===== src/rtl/pes_pkg.sv =====
package pes_pkg;
  typedef enum logic [1:0] {
    OP_PROG  = 2'b00,
    OP_ERASE = 2'b01,
    OP_LOCK  = 2'b10,
    OP_NONE  = 2'b11
  } pe_op_e;
endpackage


===== src/rtl/pes_timer.sv =====
module pes_timer #(
  parameter int PROG_CYCLES  = 50,
  parameter int ERASE_CYCLES = 2000
) (
  input  logic             clk,
  input  logic             rst,
  input  logic             start_i,
  input  pes_pkg::pe_op_e  op_i,
  output logic             busy_o,
  output logic             accept_o
);
  import pes_pkg::*;

  localparam int MAXC = (PROG_CYCLES > ERASE_CYCLES) ? PROG_CYCLES : ERASE_CYCLES;
  localparam int CW   = (MAXC > 1) ? $clog2(MAXC) : 1;

  logic          busy_q;
  logic [CW-1:0] cnt_q;
  logic [CW-1:0] load_val;

  assign accept_o = start_i && !busy_q && (op_i != OP_NONE);
  assign load_val = (op_i == OP_PROG) ? CW'(PROG_CYCLES - 1) : CW'(ERASE_CYCLES - 1);

  always_ff @(posedge clk) begin
    if (rst) begin
      busy_q <= 1'b0;
      cnt_q  <= '0;
    end else if (accept_o) begin
      busy_q <= 1'b1;
      cnt_q  <= load_val;
    end else if (busy_q) begin
      if (cnt_q == '0) busy_q <= 1'b0;
      else             cnt_q  <= cnt_q - 1'b1;
    end
  end

  assign busy_o = busy_q;
endmodule


===== src/rtl/pes_rdgate.sv =====
module pes_rdgate (
  input  logic clk,
  input  logic rst,
  input  logic ce_n_i,
  input  logic oe_n_i,
  output logic rd_en_o,
  output logic acc_o
);
  logic rd_q;

  assign rd_en_o = !ce_n_i && !oe_n_i;
  assign acc_o   = rd_en_o && !rd_q;

  always_ff @(posedge clk) begin
    if (rst) rd_q <= 1'b0;
    else     rd_q <= rd_en_o;
  end
endmodule


===== src/rtl/pes_stat.sv =====
module pes_stat #(
  parameter int DW = 8
) (
  input  logic             clk,
  input  logic             rst,
  input  logic             accept_i,
  input  pes_pkg::pe_op_e  op_i,
  input  logic             prog_msb_i,
  input  logic             busy_i,
  input  logic             rd_en_i,
  input  logic             acc_i,
  input  logic [DW-1:0]    arr_i,
  output logic [DW-1:0]    dq_o,
  output logic             dq_oe_o
);
  import pes_pkg::*;

  localparam int POLL_BIT = DW - 1;
  localparam int TGL_BIT  = DW - 2;

  pe_op_e        op_q;
  logic          msb_q;
  logic          tgl_q;
  logic          tgl_nxt;
  logic [DW-1:0] stat_byte;
  logic [DW-1:0] dq_q;
  logic          oe_q;

  assign tgl_nxt = tgl_q ^ (acc_i && busy_i);

  always_comb begin
    stat_byte           = '0;
    stat_byte[POLL_BIT] = (op_q == OP_PROG) ? ~msb_q : 1'b0;
    stat_byte[TGL_BIT]  = tgl_nxt;
  end

  always_ff @(posedge clk) begin
    if (rst) begin
      op_q  <= OP_NONE;
      msb_q <= 1'b0;
      tgl_q <= 1'b0;
      dq_q  <= '0;
      oe_q  <= 1'b0;
    end else begin
      if (accept_i) begin
        op_q  <= op_i;
        msb_q <= prog_msb_i;
        tgl_q <= 1'b0;
      end else begin
        tgl_q <= tgl_nxt;
      end
      oe_q <= rd_en_i;
      if (!rd_en_i)    dq_q <= '0;
      else if (busy_i) dq_q <= stat_byte;
      else             dq_q <= arr_i;
    end
  end

  assign dq_o    = dq_q;
  assign dq_oe_o = oe_q;
endmodule


===== src/rtl/pe_busy_status.sv =====
module pe_busy_status #(
  parameter int DW           = 8,
  parameter int PROG_CYCLES  = 50,
  parameter int ERASE_CYCLES = 2000
) (
  input  logic          clk,
  input  logic          rst,
  input  logic          start_i,
  input  logic [1:0]    op_i,
  input  logic          prog_msb_i,
  input  logic [DW-1:0] arr_data_i,
  input  logic          ce_n_i,
  input  logic          oe_n_i,
  output logic [DW-1:0] dq_o,
  output logic          dq_oe_o,
  output logic          busy_o
);
  import pes_pkg::*;

  pe_op_e op_e;
  logic   accept;
  logic   busy;
  logic   rd_en;
  logic   acc;

  assign op_e = pe_op_e'(op_i);

  pes_timer #(.PROG_CYCLES(PROG_CYCLES), .ERASE_CYCLES(ERASE_CYCLES)) u_timer (
    .clk(clk), .rst(rst), .start_i(start_i), .op_i(op_e),
    .busy_o(busy), .accept_o(accept)
  );

  pes_rdgate u_gate (
    .clk(clk), .rst(rst), .ce_n_i(ce_n_i), .oe_n_i(oe_n_i),
    .rd_en_o(rd_en), .acc_o(acc)
  );

  pes_stat #(.DW(DW)) u_stat (
    .clk(clk), .rst(rst), .accept_i(accept), .op_i(op_e),
    .prog_msb_i(prog_msb_i), .busy_i(busy), .rd_en_i(rd_en), .acc_i(acc),
    .arr_i(arr_data_i), .dq_o(dq_o), .dq_oe_o(dq_oe_o)
  );

  assign busy_o = busy;
endmodule


===== config.mk =====
export PLATFORM = sky130hd
export DESIGN_NAME = pe_busy_status
export DESIGN_NICKNAME = d
export VERILOG_FILES = /design/src/rtl/pes_pkg.sv /design/src/rtl/pes_timer.sv /design/src/rtl/pes_rdgate.sv /design/src/rtl/pes_stat.sv /design/src/rtl/pe_busy_status.sv
export SDC_FILE = /design/constraint.sdc
export NUM_CORES = 1
export LEC_CHECK = 0
export BUFFER_PORTS_ARGS = -buffer_cell sky130_fd_sc_hd__buf_2
export CORE_UTILIZATION = 41
export CTS_CLUSTER_DIAMETER = 60
export DETAILED_ROUTE_END_ITERATION = 8
export PLACE_DENSITY_LB_ADDON = 0.12
export SETUP_SLACK_MARGIN = 0.05
export SYNTH_ARGS = -nofsm -noshare
export SYNTH_HDL_FRONTEND = slang
export SYNTH_HIERARCHICAL = 1
export SYNTH_SLANG_ARGS = --single-unit

===== constraint.sdc =====
create_clock -name clk -period 1.8 [get_ports clk]
set_clock_uncertainty 0.05 [all_clocks]
set_input_delay 0.36 -clock clk [delete_from_list [all_inputs] [get_ports clk]]
set_output_delay 0.36 -clock clk [all_outputs]
set_load 0.05 [all_outputs]

==> impl_metrics.toml <==
[clocking]
root_buffer = "clkbuf_4"
clk_pin_slew_ns = 0.15
numCtsBuffers = 3
cts_setup_buffers = 0
clockBufferDepth = 2
cts_tree = "done"
htreeDepth = 1
clkSinkCount = 26
hold_buffers = 0
clkLatencyLatePin_ns = 0.33

[setup_path]
critPathLaunchType = "flop"
worst-path-buf-inv = 0
worstSetupStartpoint = "u_timer/cnt_q[2]$_SDFFE_PP0P_"
worstReg2RegStart = "u_timer/cnt_q[2]$_SDFFE_PP0P_"
r2r_setup_slack_ns = 0.04
crit_type = "reg2reg"
worst_path_most_repeated_cell = "or4_4"
rr_endpoint = "u_timer/cnt_q[9]$_SDFFE_PP0P_"
cp.arrival_ns = 1.93
cp_max_fo = 3
critPathTopFamily = "simple AND/OR/NAND/NOR gates"
cp-end-kind = "flop"
r2r_cells = 4
cp_slowest_stage_delay_ns = 0.55
required_ns = 1.97
crit_path_top_delay_cell = "or4_4"
worstPathCellList = "or4_4 > or4_4 > nor4_2 > o32ai_1"

[drt]
routedWlPerCell_um = 13.7
drt_iter0_drc = 54
avgViaCountPerCell = 5.78
vias = 1138
drtPass1Iterations = 4
drc = 0
ant_nets = 0
wirelength_um = 2700

[yosys]
yosys-top-cells-area = "dfxtp_1 44%, nor3_1 3.8%, nor2_1 3.8%"
synth_area_sq_mm = 0.00118
ys.flop_type = "dfxtp_1"
syn_inst = 127
avgSynthCellArea_sq_um = 9.27
synth_seq_cells = 26
yosysSeqAreaShare = 0.442
synth_cell_types = 46
synth_edf_count = 0
yosys_warnings = 6
synth_top_area_share = 0.442
synth_area_leader_cell = "dfxtp_1"
synth-async-reset-ratio = 0
synth_nets = 144

[sta]
final-setup-viol-count = 0
min_period_ns = 1.76
fmax_mhz = 567
hold_viol = 0
relSlewSlack = 0.686
worst_pin_slew_ns = 0.470
finalMaxSlewViolations = 0
finalCritPeriodShare = 0.980
rsz0062_at_grt = "true"
whs_ns = 0.149

[die]
rows = 19
start_util = 0.431
die_area_sq_mm = 0.00309
core-area_sq_mm = 0.00273
pin_count = 26
die_h_um = 55.6
die_w_um = 55.6

[global_routing]
grt_pass1_vias = 999
antenna_found_initial = 0
track_usage = 0.183
grt_pass1_wl_um = 4530
overflow = 0
grt_start_max_net_pins = 17

[min_path]
holdPathStages = 2
worst_hold_path.endpoint = "u_gate/rd_q$_SDFF_PP0_"
min_path_type = "in2reg"
holdCritStartpoint = "ce_n_i"

[place]
io_buffers = 25
dp.cells = 192
dpl_cell_area_sq_mm = 0.00144
place_congestion = 0.803
hpwl_um = 1900

[finish]
drive_above_1_share = 0.398
layout_common_cells = "25 x buf_2, 22 x dfxtp_1, 14 x buf_4"
layout.cells.non_filler = 197
final_common_cell = "buf_2"
final_util = 0.559
layout.nets = 184
area_growth_pct = 29.8
fill_cells = 267
fin_area_sq_mm = 0.00153
antenna_cells = 0

[pwr]
power_uw = 1510
power_per_cell_area_mw_per_mm2 = 986
vdd_drop_max_mv = 0.631
leakage_uw = 0.000632

[status]
status = "finished clean"

[job]
cap_violations = 0
-- area by class of cell --
type                            count  area, sq um  share of cell area
Clock buffer                        4         47.5              0.0311
Inverter                            5         18.8              0.0123
Multi-Input combinational cell     92          664               0.435
Sequential cell                    26          528               0.346
Tap cell                           31         38.8              0.0254
Timing Repair Buffer               39          230               0.151
-- synthesized netlist by cell type, types with 2 or more instances --
master / instances
dfxtp_1: 26
nor2_1: 12
nor3_1: 9
and2_1: 6
a211oi_1: 5
a31oi_1: 4
inv_1: 4
clkbuf_1: 3
nand2b_1: 3
nor2b_1: 3
nor4_1: 3
or4_1: 3
a211o_1: 2
a211oi_2: 2
a21oi_1: 2
nand3_1: 2
nand3b_1: 2
nand4_1: 2
nor3b_1: 2
o21ai_0: 2
o21ai_1: 2
o31a_1: 2
or3_1: 2
xnor2_1: 2
-- where the power goes --
part	internal, uW	switching [uW]	total, uW	leakage [uW]
Combinational	223	264	487	0.000391
Clock	170	183	353	0.0000261
Sequential	630	36.9	666	0.000215
Total	1020	484	1510	0.000632
-- worst max path at each step --
stage	to	cells after the start
after global routing	u_timer/cnt_q[5]$_SDFFE_PP0P_	7
after global placement	u_timer/cnt_q[3]$_SDFFE_PP0P_	6
final	u_timer/cnt_q[9]$_SDFFE_PP0P_	4
after detailed placement	u_timer/cnt_q[3]$_SDFFE_PP0P_	6
after CTS	u_timer/cnt_q[3]$_SDFFE_PP0P_	6
after floorplan	u_timer/cnt_q[2]$_SDFFE_PP0P_	8
-- what timing repair did --
item,in CTS,in global routing
hold endpoints to repair,0,0
pin swaps,2,4
endpoints found under the setup margin,8,9
cloned,1,0
gates resized for setup,4,3
-- state kept, by name (all words and copies together) (netlist names) --
name	flops
u_stat/tgl_q	1
u_timer/busy_o	1
u_stat/op_q	2
u_stat/dq_oe_o	1
u_gate/rd_q	1
u_stat/dq_o	8
u_stat/msb_q	1
u_timer/cnt_q	11
-- worst register-to-register path, cell delays in order, from the launching register on --
cell     delay, ns
dfxtp_1       0.35
or4_4         0.55
or4_4         0.45
nor4_2        0.15
o32ai_1       0.11
-- cells by family (layout without fill, tap and decap cells) --
| logic type | count (synthesis) | after routing | share of synthesized area |
|---|---|---|---|
| compound gates | 28 | 29 | 0.184 |
| flops | 26 | 26 | 0.442 |
| fa+ha+maj | 1 | 1 | 0.0106 |
| mux | 1 | 1 | 0.00850 |
| xor+xnor | 2 | 2 | 0.0149 |
| buf+inv | 10 | 48 | 0.0393 |
| simple gates | 59 | 59 | 0.301 |
-- metal layers --
metal  routed length, um  global-route usage  up-vias  part of all wire
met2                1260               0.289       46              0.47
met4                  12              0.0750        0            0.0045
met5                   0                   0        -                 0
li1                    -                   -      550                 -
met1                1260               0.253      540              0.47
met3                 161              0.0233        2             0.060
-- stage by stage --
stage	setup WS (ns)	TNS, ns
floorplan	0.0326	0
global placement	0.0112	0
global route	-0.0211	-0.0485
CTS	0.0362	0
detailed placement	-0.000229	-0.000229
finish	0.0368	0
Power figures use the tool's default switching activity.
